## config.mk

```make
export PLATFORM = sky130hd
export DESIGN_NAME = tick_sync_wr_port
export DESIGN_NICKNAME = d
export VERILOG_FILES = /design/src/rtl/tsw_pkg.sv /design/src/rtl/tsw_stage.sv /design/src/rtl/tsw_bank.sv /design/src/rtl/tsw_evt.sv /design/src/rtl/tick_sync_wr_port.sv
export SDC_FILE = /design/constraint.sdc
export NUM_CORES = 1
export LEC_CHECK = 0
export ABC_AREA = 1
export BUFFER_PORTS_ARGS = -buffer_cell sky130_fd_sc_hd__buf_2
export CORE_ASPECT_RATIO = 0.8
export CORE_MARGIN = 2
export CORE_UTILIZATION = 64
export CTS_CLUSTER_SIZE = 16
export DETAILED_ROUTE_END_ITERATION = 7
export PLACE_DENSITY = 0.85
export SLEW_MARGIN = 5
export SYNTH_ARGS = -nofsm -noshare
export SYNTH_HDL_FRONTEND = slang
export SYNTH_SLANG_ARGS = --single-unit
export TNS_END_PERCENT = 20
```

## constraint.sdc

```tcl
create_clock -name clk -period 7.6 [get_ports clk]
set_clock_uncertainty 0.05 [all_clocks]
set_input_delay 1.52 -clock clk [delete_from_list [all_inputs] [get_ports clk]]
set_output_delay 1.52 -clock clk [all_outputs]
set_load 0.03 [all_outputs]
```

## src/rtl/tsw_pkg.sv

```systemverilog
package tsw_pkg;
  localparam int ADDR_STATUS  = 0;
  localparam int NUM_DELAYED  = 5;
  localparam int EVT_W        = 14;
  localparam int PEND_BIT     = 14;
  localparam int DONE_BIT     = 15;
  localparam int STAT_USED_W  = 16;
endpackage

```

## src/rtl/tsw_stage.sv

```systemverilog
module tsw_stage #(
  parameter int DATA_W = 32,
  parameter int IDX_W  = 3
) (
  input  logic              clk,
  input  logic              rst_n,
  input  logic              accept,
  input  logic [IDX_W-1:0]  idx_in,
  input  logic [DATA_W-1:0] data_in,
  input  logic              tick,
  input  logic              clr_done,
  output logic              pending,
  output logic              done,
  output logic              commit,
  output logic [IDX_W-1:0]  commit_idx,
  output logic [DATA_W-1:0] commit_data
);
  logic              pend_q, done_q;
  logic [IDX_W-1:0]  idx_q;
  logic [DATA_W-1:0] data_q;

  assign commit      = pend_q & tick;
  assign pending     = pend_q;
  assign done        = done_q;
  assign commit_idx  = idx_q;
  assign commit_data = data_q;

  always_ff @(posedge clk or negedge rst_n) begin
    if (!rst_n) begin
      pend_q <= 1'b0;
      idx_q  <= '0;
      data_q <= '0;
    end else if (accept) begin
      pend_q <= 1'b1;
      idx_q  <= idx_in;
      data_q <= data_in;
    end else if (commit) begin
      pend_q <= 1'b0;
    end
  end

  // commit outranks a host clear landing on the same edge
  always_ff @(posedge clk or negedge rst_n) begin
    if (!rst_n)        done_q <= 1'b0;
    else if (commit)   done_q <= 1'b1;
    else if (clr_done) done_q <= 1'b0;
  end
endmodule

```

## src/rtl/tsw_bank.sv

```systemverilog
module tsw_bank #(
  parameter int DATA_W = 32,
  parameter int NUM    = 5,
  parameter int IDX_W  = 3
) (
  input  logic                  clk,
  input  logic                  rst_n,
  input  logic                  commit,
  input  logic [IDX_W-1:0]      commit_idx,
  input  logic [DATA_W-1:0]     commit_data,
  output logic [NUM*DATA_W-1:0] regs_flat
);
  for (genvar g = 0; g < NUM; g++) begin : g_reg
    logic [DATA_W-1:0] r_q;
    always_ff @(posedge clk or negedge rst_n) begin
      if (!rst_n)
        r_q <= '0;
      else if (commit && commit_idx == IDX_W'(g))
        r_q <= commit_data;
    end
    assign regs_flat[g*DATA_W +: DATA_W] = r_q;
  end
endmodule

```

## src/rtl/tsw_evt.sv

```systemverilog
module tsw_evt #(
  parameter int W = 14
) (
  input  logic         clk,
  input  logic         rst_n,
  input  logic [W-1:0] set_in,
  input  logic [W-1:0] clr_in,
  output logic [W-1:0] bits
);
  always_ff @(posedge clk or negedge rst_n) begin
    if (!rst_n) bits <= '0;
    else        bits <= (bits & ~clr_in) | set_in;
  end
endmodule

```

## src/rtl/tick_sync_wr_port.sv

```systemverilog
module tick_sync_wr_port
  import tsw_pkg::*;
#(
  parameter int DATA_W = 32,
  parameter int ADDR_W = 3
) (
  input  logic                      clk,
  input  logic                      rst_n,
  input  logic                      wr_valid,
  output logic                      wr_ready,
  input  logic [ADDR_W-1:0]         wr_addr,
  input  logic [DATA_W-1:0]         wr_data,
  input  logic                      tick,
  input  logic [tsw_pkg::EVT_W-1:0] evt_in,
  input  logic [ADDR_W-1:0]         rd_addr,
  output logic [DATA_W-1:0]         rd_data
);
  localparam int IDX_W = (NUM_DELAYED > 1) ? $clog2(NUM_DELAYED) : 1;

  logic              wr_stat, wr_dly, accept, clr_done;
  logic              pending_q, done_q, commit;
  logic [IDX_W-1:0]  wr_idx, rd_idx, commit_idx;
  logic [DATA_W-1:0] commit_data;
  logic [NUM_DELAYED*DATA_W-1:0] regs_flat;
  logic [EVT_W-1:0]  evt_bits, evt_clr;
  logic [DATA_W-1:0] status_word;

  assign wr_ready = 1'b1;
  assign wr_stat  = wr_valid && (wr_addr == ADDR_W'(ADDR_STATUS));
  assign wr_dly   = wr_valid && (wr_addr >= ADDR_W'(1)) &&
                    (wr_addr <= ADDR_W'(NUM_DELAYED));
  assign accept   = wr_dly && !pending_q;
  assign wr_idx   = IDX_W'(wr_addr - ADDR_W'(1));
  assign rd_idx   = IDX_W'(rd_addr - ADDR_W'(1));
  assign clr_done = wr_stat && wr_data[DONE_BIT];
  assign evt_clr  = wr_stat ? wr_data[EVT_W-1:0] : '0;

  tsw_stage #(.DATA_W(DATA_W), .IDX_W(IDX_W)) u_stage (
    .clk(clk), .rst_n(rst_n), .accept(accept), .idx_in(wr_idx),
    .data_in(wr_data), .tick(tick), .clr_done(clr_done),
    .pending(pending_q), .done(done_q), .commit(commit),
    .commit_idx(commit_idx), .commit_data(commit_data)
  );

  tsw_bank #(.DATA_W(DATA_W), .NUM(NUM_DELAYED), .IDX_W(IDX_W)) u_bank (
    .clk(clk), .rst_n(rst_n), .commit(commit), .commit_idx(commit_idx),
    .commit_data(commit_data), .regs_flat(regs_flat)
  );

  tsw_evt #(.W(EVT_W)) u_evt (
    .clk(clk), .rst_n(rst_n), .set_in(evt_in), .clr_in(evt_clr),
    .bits(evt_bits)
  );

  assign status_word = {{(DATA_W-STAT_USED_W){1'b0}}, done_q, pending_q, evt_bits};

  always_comb begin
    rd_data = '0;
    if (rd_addr == ADDR_W'(ADDR_STATUS))
      rd_data = status_word;
    else if (rd_addr <= ADDR_W'(NUM_DELAYED))
      rd_data = regs_flat[int'(rd_idx)*DATA_W +: DATA_W];
  end
endmodule

```

* Yosys cells after proc, flatten, opt, wreduce, memory -nomap -nowiden
Cells that the tools add are included.
** Storage, ports and cells
- Bits in registers :: 211
- Memory bits (read-only) :: 0
- Memory bits (writable) :: 0
- Memories kept :: 0
- Bits in latches :: 0
- Output and inout bits :: 33
- Input port bits :: 56
- Logic and storage cells :: 47
** Operators by class
- Order comparisons :: 3
- Bitwise logic cells :: 4
- Add/sub/neg operators :: 2
- Multipliers :: 0
- Eq/ne operators :: 4
- Reduce and logical (&&, ||, !) cells :: 16
- Mux-type cells :: 7
- Shifts and indexed selects :: 1
- Div/mod/pow operators :: 0
** Operators by type and width (count)
- $shiftx A160 B9 Y32 :: 1
- $mux W32 :: 2
- $and A14 B14 Y14 :: 1
- $mux W14 :: 1
- $not A14 Y14 :: 1
- $or A14 B14 Y14 :: 1
- $logic_and A1 B1 Y1 :: 10
- $logic_not A3 Y1 :: 3
- $eq A3 B2 Y1 const B :: 2
- $le A3 B3 Y1 const B :: 2
- $sub A3 B1 Y3 const B :: 2
- $mux W1 :: 4
- $reduce_bool A2 Y1 :: 2
- $eq A3 B1 Y1 const B :: 1
- $eq A3 B3 Y1 const B :: 1
- $ge A3 B1 Y1 const B :: 1
- $and A1 B1 Y1 :: 1
- $logic_not A1 Y1 :: 1

* Longest topological paths before layout
Gate-level depths: netlist of run 1.
- Depth in word-level cells :: 6
- Gate-level depth with buffers :: 12
- Mapped depth without buffers :: 9

* Hierarchy
A second synthesis of run 1 with hierarchy kept.
** Second synthesis, totals
- Cell total of the unflattened synthesis :: 1494
- Area, all modules :: 10616.4 µm²
** By module, submodules not included
- tsw_bank :: area each 6262.3 µm², times used 1, cells each 703
- tick_sync_wr_port :: area each 2329.7 µm², times used 1, cells each 563
- tsw_stage :: area each 1463.9 µm², times used 1, cells each 158
- tsw_evt :: area each 560.5 µm², times used 1, cells each 70

* Least setup slack after synthesis of run 1
No wires, ideal clock.
- Path kind :: input -> output
- Start point :: input rd_addr[0]
- End point :: output rd_data[21]
- Stages :: 11
- Arrival :: 3297 ps
- Buffers on the path :: 4
- Slack :: 2733 ps
- Cells stage by stage :: inv_1 > buf_2 > buf_2 > ha_1 > buf_2 > inv_1 > clkbuf_1 > o21ai_0 > nor2_1 > nor2_1 > nor2_1
** Between the ends
- Word-level cells in the longest chain between the ends :: 4
- Elaborated cells on any way between the ends :: 6
- Those cells by class :: 1 x add/sub; 1 x order compare; 1 x shift; 2 x mux; 1 x reduce/logical
** RTL lines
- start: declaration :: line tick_sync_wr_port.sv:15 : input logic [ADDR_W-1:0] rd_addr,
- $sub A3 B1 Y3 :: line tick_sync_wr_port.sv:34 : assign rd_idx = IDX_W'(rd_addr - ADDR_W'(1));
- $shiftx A160 B9 Y32 :: line tick_sync_wr_port.sv:62 : rd_data = regs_flat[int'(rd_idx)*DATA_W +: DATA_W];
- $mux W32 :: line tick_sync_wr_port.sv:61 : else if (rd_addr <= ADDR_W'(NUM_DELAYED))
- $mux W32 * :: line tick_sync_wr_port.sv:59 : if (rd_addr == ADDR_W'(ADDR_STATUS))
- end: declaration :: line tick_sync_wr_port.sv:16 : output logic [DATA_W-1:0] rd_data
Mark *: on every way between the ends. The rest lies on a longest branch, timed or not.

* Worst setup path in the final report of run 1
- Start point :: input rd_addr[0]
- End point :: output rd_data[30]
The elaborated chain is that of the path after synthesis.

==> metrics.cfg, run 1 <==
[detailed_routing]
postRouteAntennaNets=0
drc=0
routedLengthMet1_um=11110
drt_pre_antenna_iters=5
wl_met2_um=10620
first_iter_violations=991
top_layer_used=met4
vias=8601
viasPerCell=5.492
dr_wl_met3_um=2205
wl_per_cell_um=15.54
routed_wl_um=24330

[global_route]
grt_pass1_wl_um=39730
antenna_found_initial=0
gr-total-overflow=0
first_global_vias=7963
grt_start_max_net_pins=126
grt_use_total_pct=30.51

[sta]
relSlewSlack_pct=21.46
drv_slew=0
setup_viol_count_final=0
rsz0062_at_grt=no
fin_tns_setup_ns=0
fin_ws_ns=1.960
worst_pin_slew_ns=1.174
fmax_ghz=0.1773
fin_crit_sh_pct=74.21
hold_viol_final=0
fin_crit_ns=5.640

[worst_hold_path]
hold_end=u_stage.commit_data[27]
min_path_cells=2
hold_path_startpoint=u_stage.commit_data[27]
min_path_type=flop to flop

[die]
die_h_um=115.0
dieArea_sq_um=16420
fp-row-count=40
core_sq_um=15060
ios=89
initial_utilization_pct=65.45
die_x_um=142.8

[clock_network]
cts_htree_levels=1
post_cts_buffers=0
clk_pin_slew_worst_paths_ns=0.06
ctsHoldBuffers=0
clockBufferDepth=3
cts_inserted_buffers=21
cts_tree=built
cts.sinks=211
cts_resized=0
ctsRootBufferMaster=clkbuf_16
clkLatencyLatePin_ns=0.50

[critical_path]
crit_path_start_kind=input pin
critPathCaptureType=primary output
regToRegSetupSlack_ns=5.40
crit_fanout=66
path_class=input pin to primary output
cp.required_ns=6.03
rr_worst_depth=4
crit_arrival_ns=4.07
r2r_start=u_stage.pending
rr_endpoint=u_bank.g_reg[0].r_q[15]

[synthesis]
synth_ff_type=dfrtp_1
synth_top_cells_by_area=dfrtp_1 54%, nand2_1 18%, o21ai_0 10%
syn_area_sq_um=9859
synth-async-reset-ratio_pct=100.0
synth_common_cells=478 x nand2_1, 211 x dfrtp_1, 206 x o21ai_0
yosys_warnings=0
synth-edff-count=0
synth_top_area_share_pct=53.55
ys_seq_area_share_pct=53.55
synth_top_area_cell=dfrtp_1
synth_fp_nets=1354
synth-seq-cells=211
synth_cell_type_count=24
yosysMostFrequentCell=nand2_1
avgSynthCellArea_sq_um=7.631
synth_cells=1292

[pwr]
switching_share_pct=34.84
p_sw_uw=1341
combPwrFrac_pct=25.3
power.density_nw_per_um2=351.0
pwr-share-clk_pct=25.8
power.total_uw=3850
intPower_uw=2509
ir_drop_mv=0.1967
p_leak_uw=0.005699
seqPwrFrac_pct=48.9

[place]
place_inst=1528
place.gp.congestion=0.8783
dp_hpwl_um=14560
pre_cts_slack_ns=2.027
portBuffers=87

[cells_and_area]
antenna_cells=0
utilization_pct=72.82
syn2layout_area_growth_pct=11.27
final_net_count=1403
layoutNonFillerInstCount=1566
drive_above_1_share_pct=10.32

[job]
cap_violations=0

[run_status]
status=completed

-- worst max-delay path by stage --
stage,slack (ns),startpoint,cells past startpoint,to
global placement,2.14,rd_addr[0],12,rd_data[30]
CTS,2.01,rd_addr[0],12,rd_data[30]
finish,1.96,rd_addr[0],12,rd_data[30]
floorplan,2.73,rd_addr[0],11,rd_data[21]
detailed placement,2.03,rd_addr[0],12,rd_data[30]
global route,1.75,rd_addr[0],12,rd_data[30]
-- cell families after synthesis --
group	Yosys count	synth area share (%)
other cells	1	0.03803
compound gates	210	10.77
flops	211	53.55
simple gates	668	26.78
xor+xnor	1	0.08885
buf+inv	195	8.007
fa+ha+maj	6	0.7614
-- worst max-delay path: stages --
cell and delay (ns):
buf_2 0.11, inv_2 0.05, buf_4 0.59, ha_1 0.29
nand2_1 0.06, nand2_1 0.08, buf_4 0.25, clkinv_1 0.46
nand2_1 0.19, nand2_1 0.08, nor2_1 0.16, buf_2 0.21
-- power by group through the flow --
stage | clock network [uW] | registers (uW) | logic, uW
after detailed placement | 0 | 1870 | 954
after global placement | 0 | 1860 | 906
final | 992 | 1880 | 975
after global routing | 1050 | 1930 | 1130
after CTS | 993 | 1870 | 972
after floorplan | 0 | 1790 | 734
-- state kept, by name (all words and copies together) (netlist names) --
| name | count |
|---|---|
| u_bank.g.r_q | 160 |
| u_stage.commit_data | 32 |
| u_evt.bits | 14 |
| u_stage.commit_idx | 3 |
| u_stage.done | 1 |
| u_stage.pending | 1 |
-- per-stage QoR --
stage                     area [sq um]  hold WS, ns
after global routing             10970       0.4492
after detailed placement         10320       0.4111
final                            10970       0.4229
after CTS                        10970       0.4265
after floorplan                   9859       0.3919
after global placement           10320       0.4043
-- layout make-up --
class / count / area [sq um]
sequential: 211 / 5280
fill: 1097 / 4094
multi-input combinational: 886 / 3790
clock buffer: 33 / 620.6
timing repair buffer: 97 / 519.2
inverter: 124 / 465.4
tap: 210 / 262.8
clock inverter: 5 / 32.53
-- per-layer routing --
layer | track usage [%] | vias to the layer above
met1 | 46.49 | 4037
met5 | 0 | -
met2 | 45.45 | 420
met4 | 7.525 | 0
li1 | - | 4108
met3 | 6.539 | 36
-- placed cells by master (no fill, tap or decap), drive strengths merged --
master,n
clkbuf,34
dfrtp,211
nand4,1
xnor2,1
conb,1
a21oi,1
inv,125
buf,96
nand3b,1
o21ai,209
nand3,68
clkinv,4
ha,6
nor2,115
nand2,483
No activity file was read; power rests on OpenSTA's default activity.
==> inputs of run 2 (changes only) <==
Settings changed: CORE_UTILIZATION 64 to 60, PLACE_DENSITY 0.85 to 0.8.
Clock period 7.6 ns to 5.6 ns, I/O delays scaled along.
==> run 2 against run 1 <==
- register-to-register slack worse by 1.8 ns
- flip-flop and latch count stayed put
- sequential share of layout area is 0.19 points lower
- clock power is 40% higher
- sequential power is 35% higher
- cell count is 0.19% higher
- setup slack worse by 1.2 ns
- cell area is 0.40% higher
- total power is 36% higher
- count of clock-buffer cells in the layout stayed put
==> metrics.cfg, run 2 (synthesis results as in run 1) <==
[cells_and_area]
largest_reg_flops=160  ; unchanged
layoutNonFillerInstCount=1569  ; was 1566
antenna_cells=0  ; unchanged
top_register=u_bank.g.r_q  ; unchanged
layout_commonest_cell=nand2_1  ; unchanged
final_cell_mix=478 x nand2_1, 211 x dfrtp_1, 206 x o21ai_0, 121 x inv_1, 114 x nor2_1  ; unchanged
final_net_count=1402  ; was 1403
syn2layout_area_growth_pct=11.71  ; was 11.27%
drive_above_1_share_pct=10.34  ; was 10.32%

[global_route]
first_global_vias=7742  ; was 7963
gr-total-overflow=0  ; unchanged
grt_use_total_pct=27.93  ; was 30.51%
antenna_found_initial=0  ; unchanged
grt_start_max_net_pins=109  ; was 126
grt_pass1_wl_um=39270  ; was 39730 um

[clock_network]
cts_tree=built  ; unchanged
cts_inserted_buffers=21  ; unchanged
cts_resized=0  ; unchanged
clockBufferDepth=3  ; unchanged
post_cts_buffers=0  ; unchanged
ctsHoldBuffers=0  ; unchanged
cts_htree_levels=1  ; unchanged
cts.sinks=211  ; unchanged
clk_pin_slew_worst_paths_ns=0.06  ; about the same
clkLatencyLatePin_ns=0.49  ; was 0.50 ns
ctsRootBufferMaster=clkbuf_16  ; unchanged

[detailed_routing]
dr_wl_met3_um=2345  ; was 2205 um
wl_per_cell_um=15.00  ; was 15.54 um
first_iter_violations=883  ; was 991
vias=8412  ; was 8601
wl_met2_um=9645  ; was 10620 um
routedLengthMet1_um=11150  ; was 11110 um
top_layer_used=met4  ; unchanged
routed_wl_um=23530  ; was 24330 um
postRouteAntennaNets=0  ; unchanged
drc=0  ; unchanged
drt_pre_antenna_iters=5  ; unchanged
viasPerCell=5.361  ; was 5.492

[sta]
setup_viol_count_final=0  ; unchanged
fin_tns_setup_ns=0  ; unchanged
fin_crit_sh_pct=85.88
fmax_ghz=0.2079
hold_viol_final=0  ; unchanged
relSlewSlack_pct=22.02  ; was 21.46%
drv_slew=0  ; unchanged
worst_pin_slew_ns=1.166  ; was 1.174 ns
holdWs_ns=0.4308  ; was 0.4229 ns
fin_crit_ns=4.809
rsz0062_at_grt=no  ; unchanged

[critical_path]
rr_worst_depth=4  ; unchanged
crit_arrival_ns=3.64  ; was 4.07 ns
path_class=input pin to primary output  ; unchanged
critPathCaptureType=primary output  ; unchanged
cp.required_ns=4.43  ; was 6.03 ns
crit_path_start_kind=input pin  ; unchanged
crit_fanout=66  ; unchanged

[die]
die_x_um=147.3  ; was 142.8 um
dieArea_sq_um=17480  ; was 16420 sq um
ios=89  ; unchanged
fp-row-count=41  ; was 40
initial_utilization_pct=62.00  ; was 65.45%
die_h_um=118.7  ; was 115.0 um
core_sq_um=15900  ; was 15060 sq um

[place]
dp_hpwl_um=14490  ; was 14560 um
place.gp.congestion=0.8245  ; was 0.8783
place_inst=1532  ; was 1528
portBuffers=87  ; unchanged

[run_status]
status=completed  ; unchanged

[pwr]
p_leak_uw=0.005716  ; was 0.005699 uW
ir_drop_mv=0.2855  ; was 0.1967 mV
power.density_nw_per_um2=475.5  ; was 351.0 nW/um^2

[worst_hold_path]
min_path_cells=2  ; unchanged
min_path_type=flop to flop  ; unchanged

[job]
cap_violations=0  ; unchanged

## run 2: critical path, stage by stage
cell	delay [ns]
buf_2	0.09
buf_4	0.56
ha_1	0.26
nor2_1	0.05
nand2_1	0.05
nand2_1	0.37
inv_1	0.65
nand2_1	0.15
nor2_1	0.13
buf_2	0.20
## run 2: metrics by stage
stage / instance area, sq um / power [uW] / utilization, % / worst slack, ns
4_1_cts: 11010 / 5244 / 69.26 / 0.8230
3_3_place_gp: 10330 / 3762 / 64.95 / 0.9250
6_report: 11010 / 5237 / 69.26 / 0.7909
5_1_grt: 11010 / 5619 / 69.26 / 0.5590
2_1_floorplan: 9859 / 3428 / - / 1.533
3_5_place_dp: 10330 / 3833 / 64.95 / 0.8768
## run 2: path summary, 6_finish.rpt
check | start | end | slack, ns
min | u_stage.commit_data[27] | u_stage.commit_data[27] | 0.43
min reg2reg | u_stage.commit_data[27] | u_stage.commit_data[27] | 0.43
min in group asynchronous | rst_n | u_evt.bits[6] | 0.65
max reg2reg | u_stage.pending | u_bank.g_reg[0].r_q[31] | 3.56
max in group asynchronous | rst_n | u_bank.g_reg[2].r_q[21] | 3.76
max | rd_addr[0] | rd_data[29] | 0.79
## run 2: report_power, final
group	internal [uW]	switching, uW	leakage, uW	total [uW]
combinational	476	832	0.00270	1310
clock	828	560	0.000341	1390
sequential	2160	376	0.00268	2540
total	3470	1770	0.00572	5240
## run 2: area by class of cell
class | instances | area [sq um]
clock inverter | 4 | 45.04
fill | 1353 | 4888
inverter | 124 | 465.4
sequential | 211 | 5280
multi-input combinational | 886 | 3790
clock buffer | 33 | 640.6
tap | 215 | 269.0
timing repair buffer | 96 | 524.3
## run 2: layer usage
layer | vias up | global-route usage [%]
met5 | - | 0
met4 | 0 | 6.010
met3 | 31 | 6.680
met2 | 351 | 39.08
met1 | 3925 | 44.31
li1 | 4105 | -
